`src/rtl/pwm_db_pkg.sv`:
```
package pwm_db_pkg;
  localparam int ADDR_W = 3;
  localparam logic [ADDR_W-1:0] ADR_CMP  = 3'd0;
  localparam logic [ADDR_W-1:0] ADR_PRD  = 3'd1;
  localparam logic [ADDR_W-1:0] ADR_CTRL = 3'd2;
  localparam logic [ADDR_W-1:0] ADR_DB   = 3'd3;
  localparam logic [ADDR_W-1:0] ADR_CLR  = 3'd4;

  // strobes from control to datapath
  typedef struct packed {
    logic cntClr;
    logic cntInc;
    logic cntDec;
    logic loadAct;
    logic wrCmp;
    logic wrPrd;
    logic wrDb;
  } dpStrobe_t;
endpackage

```
`src/rtl/pwm_db_ctrl.sv`:
```
module pwm_db_ctrl
  import pwm_db_pkg::*;
(
  input  logic              clk,
  input  logic              rstN,
  input  logic              wrEn,
  input  logic [ADDR_W-1:0] wrAddr,
  input  logic [3:0]        wrBits,
  input  logic              tripIn,
  input  logic              atZero,
  input  logic              atPrd,
  input  logic              geP,
  output dpStrobe_t         stb,
  output logic              runEn,
  output logic              tripFlag
);
  logic modeUd, loadAtPrd, tripEn, dirUp, dirNext;
  logic setTrip, clrTrip;

  assign setTrip = tripEn && tripIn;
  assign clrTrip = wrEn && (wrAddr == ADR_CLR) && wrBits[0];

  always_comb begin
    stb       = '0;
    dirNext   = dirUp;
    stb.wrCmp = wrEn && (wrAddr == ADR_CMP);
    stb.wrPrd = wrEn && (wrAddr == ADR_PRD);
    stb.wrDb  = wrEn && (wrAddr == ADR_DB);
    stb.loadAct = atZero || (modeUd && loadAtPrd && atPrd);
    if (!runEn) begin
      stb.cntClr = 1'b1;
      dirNext    = 1'b1;
    end else if (!modeUd) begin
      dirNext = 1'b1;
      if (geP) stb.cntClr = 1'b1;
      else     stb.cntInc = 1'b1;
    end else if (dirUp) begin
      if (geP) begin
        dirNext = 1'b0;
        if (!atZero) stb.cntDec = 1'b1;
      end else begin
        stb.cntInc = 1'b1;
      end
    end else begin
      if (atZero) begin
        dirNext = 1'b1;
        if (!geP) stb.cntInc = 1'b1;
      end else begin
        stb.cntDec = 1'b1;
      end
    end
  end

  always_ff @(posedge clk or negedge rstN) begin
    if (!rstN) begin
      runEn     <= 1'b0;
      modeUd    <= 1'b0;
      loadAtPrd <= 1'b0;
      tripEn    <= 1'b0;
      dirUp     <= 1'b1;
      tripFlag  <= 1'b0;
    end else begin
      dirUp <= dirNext;
      if (wrEn && (wrAddr == ADR_CTRL)) begin
        runEn     <= wrBits[0];
        modeUd    <= wrBits[1];
        loadAtPrd <= wrBits[2];
        tripEn    <= wrBits[3];
      end
      if (setTrip)      tripFlag <= 1'b1;
      else if (clrTrip) tripFlag <= 1'b0;
    end
  end

  // an enabled fault sets the flag on the next cycle
  a_r6_trip_sets: assert property (@(posedge clk) disable iff (!rstN)
    (tripEn && tripIn) |=> tripFlag);
  // flag holds unless a clear is written
  a_r8_flag_holds: assert property (@(posedge clk) disable iff (!rstN)
    (tripFlag && !(wrEn && wrAddr == ADR_CLR && wrBits[0])) |=> tripFlag);
  // a disabled unit parks the counter at zero
  a_r9_park_zero: assert property (@(posedge clk) disable iff (!rstN)
    !runEn |=> atZero);
  // up mode wraps to zero once the period is reached
  a_r2_wrap: assert property (@(posedge clk) disable iff (!rstN)
    (runEn && !modeUd && geP) |=> atZero);
endmodule

```
`src/rtl/pwm_db_datapath.sv`:
```
module pwm_db_datapath
  import pwm_db_pkg::*;
#(
  parameter int CNT_W = 16,
  parameter int DB_W  = 8
) (
  input  logic             clk,
  input  logic             rstN,
  input  dpStrobe_t        stb,
  input  logic [CNT_W-1:0] wrData,
  input  logic             runEn,
  input  logic             tripFlag,
  output logic             atZero,
  output logic             atPrd,
  output logic             geP,
  output logic             pwmHi,
  output logic             pwmLo
);
  logic [CNT_W-1:0] cnt, cmpSh, prdSh, cmpAct, prdAct;
  logic [DB_W-1:0]  dbVal, dbCnt;
  logic             raw, rawQ, dbZero;

  assign atZero = (cnt == '0);
  assign atPrd  = (cnt == prdAct);
  assign geP    = (cnt >= prdAct);
  assign raw    = runEn && (cnt < cmpAct);
  assign dbZero = (dbCnt == '0);
  assign pwmHi  = runEn && !tripFlag && rawQ && dbZero;
  assign pwmLo  = runEn && !tripFlag && !rawQ && dbZero;

  always_ff @(posedge clk or negedge rstN) begin
    if (!rstN) begin
      cnt    <= '0;
      cmpSh  <= '0;
      prdSh  <= '0;
      cmpAct <= '0;
      prdAct <= '0;
      dbVal  <= '0;
      dbCnt  <= '0;
      rawQ   <= 1'b0;
    end else begin
      if (stb.cntClr)      cnt <= '0;
      else if (stb.cntInc) cnt <= cnt + 1'b1;
      else if (stb.cntDec) cnt <= cnt - 1'b1;
      if (stb.wrCmp) cmpSh <= wrData;
      if (stb.wrPrd) prdSh <= wrData;
      if (stb.wrDb)  dbVal <= wrData[DB_W-1:0];
      if (stb.loadAct) begin
        cmpAct <= cmpSh;
        prdAct <= prdSh;
      end
      rawQ <= raw;
      if (raw != rawQ)  dbCnt <= dbVal;
      else if (!dbZero) dbCnt <= dbCnt - 1'b1;
    end
  end

  // active values move only on a load strobe
  a_r4_hold_active: assert property (@(posedge clk) disable iff (!rstN)
    !stb.loadAct |=> ($stable(cmpAct) && $stable(prdAct)));
  // a raw edge with nonzero dead-band blanks both outputs
  a_r5_gap: assert property (@(posedge clk) disable iff (!rstN)
    ((raw != rawQ) && (dbVal != '0)) |=> (!pwmHi && !pwmLo));
  // never both high
  a_r5_no_overlap: assert property (@(posedge clk) disable iff (!rstN)
    !(pwmHi && pwmLo));
endmodule

```
`src/rtl/pwm_deadband_unit.sv`:
```
module pwm_deadband_unit
  import pwm_db_pkg::*;
#(
  parameter int CNT_W = 16,
  parameter int DB_W  = 8
) (
  input  logic              clk,
  input  logic              rstN,
  input  logic              wrEn,
  input  logic [ADDR_W-1:0] wrAddr,
  input  logic [CNT_W-1:0]  wrData,
  input  logic              tripIn,
  output logic              pwmHi,
  output logic              pwmLo,
  output logic              tripIrq
);
  dpStrobe_t stb;
  logic runEn, tripFlag, atZero, atPrd, geP;

  pwm_db_ctrl u_ctrl (
    .clk(clk), .rstN(rstN), .wrEn(wrEn), .wrAddr(wrAddr),
    .wrBits(wrData[3:0]), .tripIn(tripIn),
    .atZero(atZero), .atPrd(atPrd), .geP(geP),
    .stb(stb), .runEn(runEn), .tripFlag(tripFlag)
  );

  pwm_db_datapath #(.CNT_W(CNT_W), .DB_W(DB_W)) u_dp (
    .clk(clk), .rstN(rstN), .stb(stb), .wrData(wrData),
    .runEn(runEn), .tripFlag(tripFlag),
    .atZero(atZero), .atPrd(atPrd), .geP(geP),
    .pwmHi(pwmHi), .pwmLo(pwmLo)
  );

  assign tripIrq = tripFlag;

  // a raised flag keeps the drive outputs off
  a_r6_outputs_safe: assert property (@(posedge clk) disable iff (!rstN)
    tripIrq |-> (!pwmHi && !pwmLo));
endmodule

```
`config.mk`:
```
export PLATFORM = sky130hd
export DESIGN_NAME = pwm_deadband_unit
export DESIGN_NICKNAME = d
export VERILOG_FILES = /design/src/rtl/pwm_db_pkg.sv /design/src/rtl/pwm_db_ctrl.sv /design/src/rtl/pwm_db_datapath.sv /design/src/rtl/pwm_deadband_unit.sv
export SDC_FILE = /design/constraint.sdc
export NUM_CORES = 1
export LEC_CHECK = 0
export ABC_AREA = 0
export BUFFER_PORTS_ARGS = -buffer_cell sky130_fd_sc_hd__buf_2
export CAP_MARGIN = 15
export CORE_MARGIN = 2
export CORE_UTILIZATION = 40
export DETAILED_ROUTE_END_ITERATION = 10
export PLACE_DENSITY = 0.56
export SLEW_MARGIN = 10
export SYNTH_ARGS = -nofsm -noshare
export SYNTH_HDL_FRONTEND = slang
export SYNTH_SLANG_ARGS = --single-unit
```
`constraint.sdc`:
```
create_clock -name clk -period 11 [get_ports clk]
set_input_delay 0.55 -clock clk [delete_from_list [all_inputs] [get_ports clk]]
set_output_delay 0.55 -clock clk [all_outputs]
set_load 0.1 [all_outputs]
```
-- Yosys cells after proc, flatten, opt, wreduce, memory -nomap -nowiden
Cells that the tools add are included.
- output and inout port bits: 3
- bits of input ports: 23
- register bits after elaboration: 103
- logic and storage cells: 71
- reductions and logical operators: 23
- add/subtract/negate cells: 3
- mux-type cells: 22
- equal/unequal tests: 7
- $lt $le $gt $ge: 2
- operators with widths (operator ; number):
    $mux W16 ; 3
    $add A16 B1 Y16 const B ; 1
    $eq A16 B16 Y1 ; 1
    $ge A16 B16 Y1 ; 1
    $logic_not A16 Y1 ; 1
    $lt A16 B16 Y1 ; 1
    $mux W8 ; 2
    $sub A16 B1 Y16 const B ; 1
    $logic_and A1 B1 Y1 ; 15
    $mux W1 ; 15
    $logic_not A8 Y1 ; 1
    $sub A8 B1 Y8 const B ; 1
    $eq A3 B2 Y1 const B ; 2
    $mux W2 ; 2
    $eq A3 B1 Y1 const B ; 1
    $eq A3 B3 Y1 const B ; 1
    $logic_not A3 Y1 ; 1
    $reduce_bool A3 Y1 ; 1
    $logic_not A1 Y1 ; 2
    $ne A2 B2 Y1 const B ; 1
    $reduce_bool A2 Y1 ; 1
    $logic_or A1 B1 Y1 ; 1
    $ne A1 B1 Y1 ; 1

-- Depth between registers and ports, before layout
Gate-level depths: netlist of run 1.
- depth in word-level cells: 9
- depth in mapped cells: 15

-- Hierarchy
Synthesis of run 1 repeated with hierarchy kept, for this count alone.
- cell total of the unflattened synthesis: 516
- area, all modules: 5546.6 µm²
- by module, submodules not included (module ; area each (µm²) ; cells an instance ; times used):
    pwm_db_datapath ; 5203.7 ; 488 ; 1
    pwm_db_ctrl ; 342.8 ; 28 ; 1

-- Worst setup path after synthesis of run 1
OpenSTA, ideal clock, no wires.
- path type: reg2out
- start: register u_dp.dbCnt[4]
- end: output port pwmLo
- path slack: 6.134 ns
- arrival: 4.316 ns
- path buffers: 1
- stages on the path, launching flop included: 5
- cells stage by stage: dfrtp_1 nor4_1 and3_1 clkbuf_1 nor4b_1
- word-level cells in the longest chain between the ends: 2
- ends and longest elaborated chain (item ; line ; source):
    from (decl) ; pwm_db_datapath.sv:20 ; logic [DB_W-1:0] dbVal, dbCnt;
    from (signal assigned) ; pwm_db_datapath.sv:53 ; if (raw != rawQ) dbCnt <= dbVal;
    from (signal assigned) ; pwm_db_datapath.sv:54 ; else if (!dbZero) dbCnt <= dbCnt - 1'b1;
    $logic_not A8 Y1 ; pwm_db_datapath.sv:27 ; assign dbZero = (dbCnt == '0);
    $logic_and A1 B1 Y1 ; pwm_db_datapath.sv:29 ; assign pwmLo = runEn && !tripFlag && !rawQ && dbZero;
    to (decl) ; pwm_deadband_unit.sv:14 ; output logic pwmLo,
Every way passes these cells.

-- Worst setup path after layout of run 1
- start: register u_dp.cnt[15]
- end: register u_dp.cnt[15]
- word-level cells in the longest chain between the ends: 8
- elaborated cells on any way between the ends: 19
- those cells by class: add/sub (2); order compare (1); mux (14); reduce/logical (2)
- ends and longest elaborated chain (item ; line ; source):
    from (decl) ; pwm_db_datapath.sv:19 ; logic [CNT_W-1:0] cnt, cmpSh, prdSh, cmpAct, prdAct;
    from (signal assigned) ; pwm_db_datapath.sv:43 ; else if (stb.cntInc) cnt <= cnt + 1'b1;
    from (signal assigned) ; pwm_db_datapath.sv:44 ; else if (stb.cntDec) cnt <= cnt - 1'b1;
    $ge A16 B16 Y1 ; pwm_db_datapath.sv:25 ; assign geP = (cnt >= prdAct);
    $mux W1 ; pwm_db_ctrl.sv:35, pwm_db_ctrl.sv:38, pwm_db_ctrl.sv:47 ;
    $mux W1 ; pwm_db_ctrl.sv:45 ; if (atZero) begin
    $mux W2 ; pwm_db_ctrl.sv:37 ; end else if (dirUp) begin
    $mux W1 ; pwm_db_ctrl.sv:33 ; end else if (!modeUd) begin
    $mux W2 ; pwm_db_ctrl.sv:30 ; if (!runEn) begin
    $mux W16 ; pwm_db_datapath.sv:43 ;
    $mux W16 ; pwm_db_datapath.sv:42 ; if (stb.cntClr) cnt <= '0;
Several ways; a longest one is shown, not always the timed one. The select of a mux whose other input is x is not followed.
A chain may end at the register's enable or synchronous reset.

==> reports/summary.log, run 1 <==
INFO  placed_design  routabilityCongestion=0.9013
INFO  setup_path     setup.worst_path.end_class=register
INFO  detailed_routing average_wire_per_standard_cell=15.87um
INFO  global_route   grt_first_pass_wirelength=18730um
INFO  setup_path     critical_path_peak_fanout=16
INFO  synth          synthesis.area=5433um^2
INFO  synth          synth-seq-cells=103
INFO  finish         final_core_utilization=45.87%
INFO  clocking       postCtsSetupRepairBufs=0
INFO  run_status     status=finished clean
INFO  placed_design  detailed_place.area=5792um^2
INFO  finish         layout.nets=570
INFO  finish         n_fill_cell=1248
INFO  power          power_density=292.3nW/um^2
INFO  sta            post-route-period-util=39.21%
INFO  synth          synth_seq_area_share=47.47%
INFO  sta            timing.final.crit_period=4.314ns
INFO  global_route   grt_start_max_net_pins=61
INFO  power          max-vdd-ir-drop=0.1425mV
INFO  sta            final.setup_skew=0.009375ns
INFO  sta            max_freq=231.8MHz
INFO  clocking       clock-root-buffer=sky130_fd_sc_hd__clkbuf_16
INFO  finish         antenna_cells=0
INFO  detailed_routing routed_via_density=5.203
INFO  synth          yosysUniqueCellTypes=45
INFO  clocking       level_count_of_the_clock_h_tree=3
INFO  finish         commonest_non_fill_non_tap_cell_in_the_layout=sky130_fd_sc_hd__dfrtp_1
INFO  setup_path     startpoint_type=register
INFO  die            fp.dieArea=14530um^2
INFO  detailed_routing drt-pass1-iter-count=4
INFO  sta            hold_violations=0
INFO  clocking       cts_inserted_buffers=9
INFO  synth          postSynthAreaPerCell=11.68um^2
INFO  die            fp-row-count=42
INFO  die            floorplan.initialDensity=41.02%
INFO  detailed_routing wirelength=10730um
INFO  global_route   grt_antenna_before_repair=0
INFO  die            design.portCount=26
INFO  setup_path     critical_path_required=11.24ns
INFO  global_route   first_global_vias=3770
INFO  setup_path     r2r-end=u_dp.cnt[15]$_DFFE_PN0P_
INFO  finish         stdcell_area=6075um^2
INFO  sta            grt_setup_unrepaired=no
INFO  synth          ys_async_sr_fraction=100.0%
INFO  clocking       cts_buffer_depth=2
INFO  die            floorplan.core_area=13240um^2
INFO  die            die_h=120.5um
INFO  setup_path     critPathKind=register to register
INFO  flow_run       drv_cap=0
INFO  clocking       clkLatencyLatePin=0.35ns
INFO  clocking       cts_resized=0
INFO  die            fp.dieW=120.5um
INFO  detailed_routing ant_nets=0
INFO  finish         area_delta_synth_final=11.81%
INFO  detailed_routing route.detailed.drc=0
INFO  detailed_routing vias=3517
INFO  synth          ys.flop_type=sky130_fd_sc_hd__dfrtp_1
INFO  setup_path     regToRegSetupSlack=6.69ns
INFO  sta            worst_max_slew_pin_slew=1.026ns
INFO  sta            maxSlewHeadroom=31.21%
INFO  sta            timing.setup.tns=0ns
INFO  hold_path      hold_path_class=input pin to asynchronous set/reset pin
INFO  clocking       path_clk_slew=0.07ns
INFO  power          total_leakage_power=0.002842uW
INFO  synth          postSynthNetCount=538
INFO  synth          synth.yosys.warnings=0
INFO  finish         final_cell_mix=102 x sky130_fd_sc_hd__dfrtp_1, 84 x sky130_fd_sc_hd__mux2_2, 49 x sky130_fd_sc_hd__ha_1
INFO  synth          synth_edf_count=0
INFO  sta            maxSlewViolCount=0
INFO  global_route   gr-usage-all-layers=16.57%
INFO  synth          synthCells=465
INFO  clocking       cts_tree=yes
INFO  clocking       cts_hold_repair.buffers=0
INFO  detailed_routing detail_route.iter0.violations=201
INFO  placed_design  place.port_buffers=25
INFO  placed_design  place.detailed.hpwl=7921um
INFO  global_route   grt-ovfl-total=0
INFO  finish         drive_gt1_share=27.40%
INFO  sta            timing.final.setup_violations=0
INFO  setup_path     logic_depth_of_the_worst_register_to_register_path=14
INFO  setup_path     regToRegStartpoint=u_dp.cnt[15]$_DFFE_PN0P_
INFO  setup_path     crit_path_end=u_dp.cnt[15]$_DFFE_PN0P_
INFO  setup_path     timing.critical_path.from=u_dp.cnt[15]$_DFFE_PN0P_
INFO  setup_path     data_arrival_time_of_the_critical_path=4.55ns
INFO  clocking       numClockSinks=103
-- Yosys cell counts, types with 3 or more instances --
cell type                    n  area (um^2)
sky130_fd_sc_hd__dfrtp_1   102         2552
sky130_fd_sc_hd__mux2_2     84        945.9
sky130_fd_sc_hd__ha_1       49        613.1
sky130_fd_sc_hd__inv_1      44        165.2
sky130_fd_sc_hd__nor2_1     30        112.6
sky130_fd_sc_hd__a21oi_1    21        105.1
sky130_fd_sc_hd__nand2_1    18        67.56
sky130_fd_sc_hd__o21ai_0    17        85.08
sky130_fd_sc_hd__xnor2_1    13        113.9
sky130_fd_sc_hd__nand4_1     8        50.05
sky130_fd_sc_hd__nor4_1      8        50.05
sky130_fd_sc_hd__buf_2       6        30.03
sky130_fd_sc_hd__xor2_1      6        52.55
sky130_fd_sc_hd__a211oi_1    5        37.54
sky130_fd_sc_hd__a21o_1      5        37.54
sky130_fd_sc_hd__nand2b_1    5        31.28
sky130_fd_sc_hd__nand3_1     5        25.02
sky130_fd_sc_hd__nor3_1      4        20.02
sky130_fd_sc_hd__o211ai_1    3        22.52
sky130_fd_sc_hd__o21a_1      3        22.52
-- final cells by class --
type | count | area [um^2] | share of cell area [%]
multi-input cells | 310 | 2670 | 43.95
clock inverters | 5 | 57.56 | 0.9475
repair buffers | 29 | 157.7 | 2.595
flip-flops and latches | 103 | 2579 | 42.45
clock buffers | 9 | 225.2 | 3.708
well taps | 176 | 220.2 | 3.625
inverters | 44 | 165.2 | 2.719
-- routing by layer --
| layer | vias up | part of all wire, % | GRT usage, % |
|---|---|---|---|
| li1 | 1716 | - | - |
| met1 | 1718 | 46 | 21.55 |
| met2 | 67 | 47 | 27.08 |
| met3 | 16 | 4.2 | 4.057 |
| met4 | 0 | 2.1 | 5.596 |
| met5 | - | 0 | 0 |
-- cells by family after synthesis --
| group | share of synthesized area [%] |
|---|---|
| buffers and inverters | 3.731 |
| DFF | 47.47 |
| muxes | 17.41 |
| adders and majority gates | 11.65 |
| AOI/OAI and AO/OA | 8.337 |
| xor gates and xnor gates | 3.363 |
| and+or+nand+nor | 8.038 |
-- sequential cells by signal, summed over array words and instances (netlist names) --
name	cells
u_dp.dbCnt	8
u_dp.prdAct	16
u_ctrl.tripEn	1
u_ctrl.tripFlag	1
u_dp.prdSh	16
u_dp.cmpSh	16
u_dp.cmpAct	16
u_dp.dbVal	8
u_ctrl.dirUp	1
u_dp.cnt	16
u_ctrl.loadAtPrd	1
u_dp.rawQ	1
u_ctrl.runEn	1
u_ctrl.modeUd	1
-- worst min-delay path by stage --
stage                                          from                           end  slack (ns)  depth (start not counted)
after detailed placement  u_dp.dbVal[0]$_DFFE_PN0P_     u_dp.dbVal[0]$_DFFE_PN0P_        0.49                          1
after floorplan                                rstN  u_ctrl.loadAtPrd$_DFFE_PN0P_        0.25                          0
after global placement    u_dp.dbVal[7]$_DFFE_PN0P_     u_dp.dbCnt[7]$_DFFE_PN0P_        0.48                          1
final                                          rstN     u_dp.dbVal[3]$_DFFE_PN0P_        0.20                          1
after global routing                           rstN     u_dp.dbVal[3]$_DFFE_PN0P_        0.24                          1
after CTS                                      rstN     u_dp.dbVal[3]$_DFFE_PN0P_        0.22                          1
-- report_power, final --
group / switching (uW) / internal (uW) / leakage, uW
combinational: 448 / 408 / 0.00143
clock: 138 / 175 / 0.000142
sequential: 94.4 / 513 / 0.00127
total: 680 / 1100 / 0.00284
-- critical path, stage by stage, from the launching register on --
cell,delay [ns]
sky130_fd_sc_hd__dfrtp_1,0.43
sky130_fd_sc_hd__ha_1,0.33
sky130_fd_sc_hd__nand4_1,0.16
sky130_fd_sc_hd__nor4_1,0.55
sky130_fd_sc_hd__o21ai_0,0.23
sky130_fd_sc_hd__o211ai_1,0.21
sky130_fd_sc_hd__nor3_1,0.15
sky130_fd_sc_hd__inv_1,0.45
sky130_fd_sc_hd__ha_1,0.41
sky130_fd_sc_hd__a21oi_1,0.25
sky130_fd_sc_hd__o21ai_0,0.20
sky130_fd_sc_hd__a21oi_1,0.20
sky130_fd_sc_hd__o31ai_2,0.10
sky130_fd_sc_hd__xnor2_1,0.18
sky130_fd_sc_hd__mux2_2,0.35
-- through the flow --
step / hold WS [ns] / std cells / total power (uW) / setup slack, ns
6_report: 0.1969 / 676 / 1776 / 6.686
5_1_grt: 0.2440 / 676 / 1942 / 6.352
4_1_cts: 0.2170 / 676 / 1795 / 6.759
3_5_place_dp: 0.4900 / 662 / 1470 / 6.814
3_3_place_gp: 0.4836 / 662 / 1451 / 6.878
2_1_floorplan: 0.2544 / 465 / 1277 / 6.134
Note: power is estimated with default switching activity, not from simulation.
==> run 2: changes to the inputs <==
==> constraint.sdc (replaced) <==
create_clock -name clk -period 4.1 [get_ports clk]
set_input_delay 0.205 -clock clk [delete_from_list [all_inputs] [get_ports clk]]
set_output_delay 0.205 -clock clk [all_outputs]
set_load 0.1 [all_outputs]
==> run 2 against run 1 <==
Effect of this change:
- via count increased by 0.94%
- highest routed layer unchanged
- first-iteration DRC count increased by 1.0%
- critical path type unchanged
- global-route usage increased by 0.29 points
==> reports/summary.log, run 2 (same netlist as run 1, synthesis figures left out) <==
INFO  detailed_routing wirelength=11300um [+5.3%]
INFO  clocking       path_clk_slew=0.07ns [about the same]
INFO  global_route   groute.layer.met2.usage=27.86% [+0.78 points]
INFO  global_route   met1_usage=21.65% [+0.098 points]
INFO  die            die_h=120.5um [unchanged]
INFO  setup_path     regToRegStartpoint=u_dp.cnt[14]$_DFFE_PN0P_
INFO  clocking       clock-root-buffer=sky130_fd_sc_hd__clkbuf_16
INFO  setup_path     worstPathCellList=ha_1 > nand4_1 > nor4_2 > o21ai_0 > o211ai_1 > nor3_2 > inv_1 > buf_4 > ha_1 > a21oi_1 > o21ai_0 > a211oi_2 > o21bai_1 > xnor2_1 > nor2_1
INFO  clocking       cts_hold_repair.buffers=0 [unchanged]
INFO  setup_path     data_arrival_time_of_the_critical_path=4.12ns [-0.43 ns]
INFO  placed_design  place.port_buffers=25 [unchanged]
INFO  sta            final.setup_skew=0.009112ns [-0.0002628 ns]
INFO  placed_design  place.detailed.hpwl=8187um [+3.4%]
INFO  setup_path     startpoint_type=register
INFO  setup_path     cpLargestDelayFamily=compound AO/OA/AOI/OAI gates
INFO  finish         n_fill_cell=1238 [-0.80%]
INFO  global_route   grt_antenna_before_repair=0 [unchanged]
INFO  clocking       postCtsSetupRepairBufs=0 [unchanged]
INFO  finish         antenna_cells=0 [unchanged]
INFO  setup_path     worst-path-buf-inv=2 [+1]
INFO  sta            maxSlewHeadroom=35.22% [+4.0 points]
INFO  setup_path     critPathKind=register to register
INFO  clocking       numClockSinks=103 [unchanged]
INFO  power          total_leakage_power=0.002905uW [+2.2%]
INFO  setup_path     r2r-end=u_dp.cnt[10]$_DFFE_PN0P_
INFO  finish         final_cell_mix=102 x sky130_fd_sc_hd__dfrtp_1, 84 x sky130_fd_sc_hd__mux2_2, 49 x sky130_fd_sc_hd__ha_1
INFO  sta            maxSlewViolCount=0 [unchanged]
INFO  die            floorplan.core_area=13240um^2 [unchanged]
INFO  setup_path     regToRegSetupSlack=0.18ns [-6.51 ns]
INFO  detailed_routing routed_via_density=5.167 [-0.68%]
INFO  finish         multiInputGateArea=2709um^2 [+1.5%]
INFO  setup_path     setup.worst_path.end_class=register
INFO  sta            worst_hold_slack=0.003039ns [-0.1939 ns]
INFO  finish         layout.nets=579 [+1.6%]
INFO  global_route   globalRoute.busiestLayer=met2
INFO  global_route   gr-usage-all-layers=16.85% [+0.29 points]
INFO  placed_design  routabilityCongestion=0.8860 [-1.7%]
INFO  sta            max_freq=255.1MHz [+10%]
INFO  finish         regArea=2579um^2 [unchanged]
INFO  sta            timing.final.crit_period=3.920ns [-0.3934 ns]
INFO  detailed_routing vias=3550 [+0.94%]
INFO  global_route   first_global_vias=3721 [-1.3%]
INFO  sta            hold_violations=0 [unchanged]
INFO  setup_path     critical_path_cell_count=15 [+1]
INFO  global_route   grt_start_max_net_pins=76 [+25%]
INFO  setup_path     timing.critical_path.from=u_dp.cnt[14]$_DFFE_PN0P_
INFO  flow_run       drv_cap=0 [unchanged]
INFO  detailed_routing drt-pass1-iter-count=4 [unchanged]
INFO  power          max-vdd-ir-drop=0.3892mV [+170%]
INFO  finish         drive_gt1_share=30.14% [+2.7 points]
INFO  clocking       cts_buffer_depth=2 [unchanged]
INFO  placed_design  dp_slack=0.1760ns [-6.638 ns]
INFO  die            design.portCount=26 [unchanged]
INFO  die            floorplan.initialDensity=41.02% [unchanged]
INFO  detailed_routing ant_nets=0 [unchanged]
INFO  sta            post-route-period-util=95.61% [+56 points]
INFO  setup_path     critical_path_required=4.30ns [-6.94 ns]
INFO  power          power_density=804.9nW/um^2 [+180%]
INFO  setup_path     crit_path_max_incr_delay=0.41ns [-0.14 ns]
INFO  detailed_routing average_wire_per_standard_cell=16.44um [+3.6%]
INFO  clocking       cts_tree=yes
INFO  hold_path      hold_path_class=input pin to asynchronous set/reset pin
INFO  run_status     status=finished clean
INFO  detailed_routing detail_route.iter0.violations=203 [+1.0%]
INFO  sta            timing.final.setup_violations=0 [unchanged]
INFO  global_route   grt-ovfl-total=0 [unchanged]
INFO  sta            worst_max_slew_pin_slew=0.9717ns [-0.05408 ns]
INFO  die            fp.dieW=120.5um [unchanged]
INFO  finish         commonest_non_fill_non_tap_cell_in_the_layout=sky130_fd_sc_hd__dfrtp_1
INFO  clocking       clkLatencyLatePin=0.35ns [about the same]
INFO  setup_path     crit_path_end=u_dp.cnt[10]$_DFFE_PN0P_
INFO  setup_path     crit_path_top_delay_cell=sky130_fd_sc_hd__dfrtp_1
INFO  clocking       cts_inserted_buffers=9 [unchanged]
INFO  global_route   grt.met3_usage=4.387% [+0.33 points]
INFO  die            fp-row-count=42 [unchanged]
INFO  detailed_routing route.detailed.drc=0 [unchanged]
INFO  setup_path     logic_depth_of_the_worst_register_to_register_path=15 [+1]
INFO  sta            finalWorstSetupSlack=0.1798ns [-6.507 ns]
INFO  clocking       cts_resized=0 [unchanged]
INFO  finish         area_delta_synth_final=14.37%
INFO  clocking       level_count_of_the_clock_h_tree=3 [unchanged]
INFO  setup_path     critical_path_peak_fanout=10 [-6]
INFO  global_route   grt_first_pass_wirelength=18930um [+1.1%]
INFO  die            fp.dieArea=14530um^2 [unchanged]
## run 2: cell count changes in the layout (fill, tap and decap cells not counted), moves of 2 or more
cell | previous run | this run
sky130_fd_sc_hd__clkinv_4 | 0 | 2
sky130_fd_sc_hd__a21oi_2 | 0 | 3
sky130_fd_sc_hd__a21oi_1 | 21 | 18
sky130_fd_sc_hd__inv_6 | 2 | 0
sky130_fd_sc_hd__buf_4 | 5 | 14
sky130_fd_sc_hd__clkbuf_1 | 0 | 2
## run 2: worst register-to-register path: cells and delay by family (launching register included)
family	cells	cell delay [ns]
AND/OR/NAND/NOR	4	0.77
buffers and inverters	2	0.45
adder cells (fa/ha/maj)	2	0.64
XOR/XNOR	1	0.26
AO/OA/AOI/OAI	6	1.24
flip-flops	1	0.41
## run 2: where the power goes
group	total (uW)	leakage [uW]	switching, uW	internal, uW
sequential	1610	0.00127	238	1380
combinational	2470	0.00148	1320	1150
clock	917	0.000154	380	537
total	5000	0.00290	1930	3070
## run 2: worst min path at each step
stage	from	end	slack (ns)
after floorplan	rstN	u_ctrl.loadAtPrd$_DFFE_PN0P_	-0.09
after global placement	rstN	u_dp.dbCnt[7]$_DFFE_PN0P_	0.43
after detailed placement	rstN	u_dp.dbCnt[7]$_DFFE_PN0P_	0.43
after CTS	rstN	u_dp.cnt[5]$_DFFE_PN0P_	0.05
after global routing	rstN	u_dp.dbVal[1]$_DFFE_PN0P_	0.09
final	rstN	u_dp.dbCnt[7]$_DFFE_PN0P_	0.003
## run 2: area by class of cell
type                       instances  area share (%)
timing repair buffer              38           3.625
sequential                       103           41.50
inverter                          44           2.658
clock buffer                      11           3.745
multi-input combinational        310           43.60
tap                              176           3.544
clock inverter                     5           1.329
## run 2: through the flow
stage / instances / total power (uW) / util, % / TNS (ns) / instance area [um^2]
finish: 687 / 5002 / 46.92 / 0 / 6213
global route: 687 / 5420 / 46.92 / -0.02613 / 6213
CTS: 687 / 4989 / 46.67 / 0 / 6181
detailed placement: 671 / 4035 / 44.29 / 0 / 5866
global placement: 671 / 3985 / 44.29 / 0 / 5866
floorplan: 465 / 3427 / - / 0 / 5439
## run 2: layer usage
layer  up-vias  part of all wire, %
met4         0                  1.6
li1       1729                    -
met3        12                  3.5
met5         -                    0
met1      1759                   46
met2        50                   49
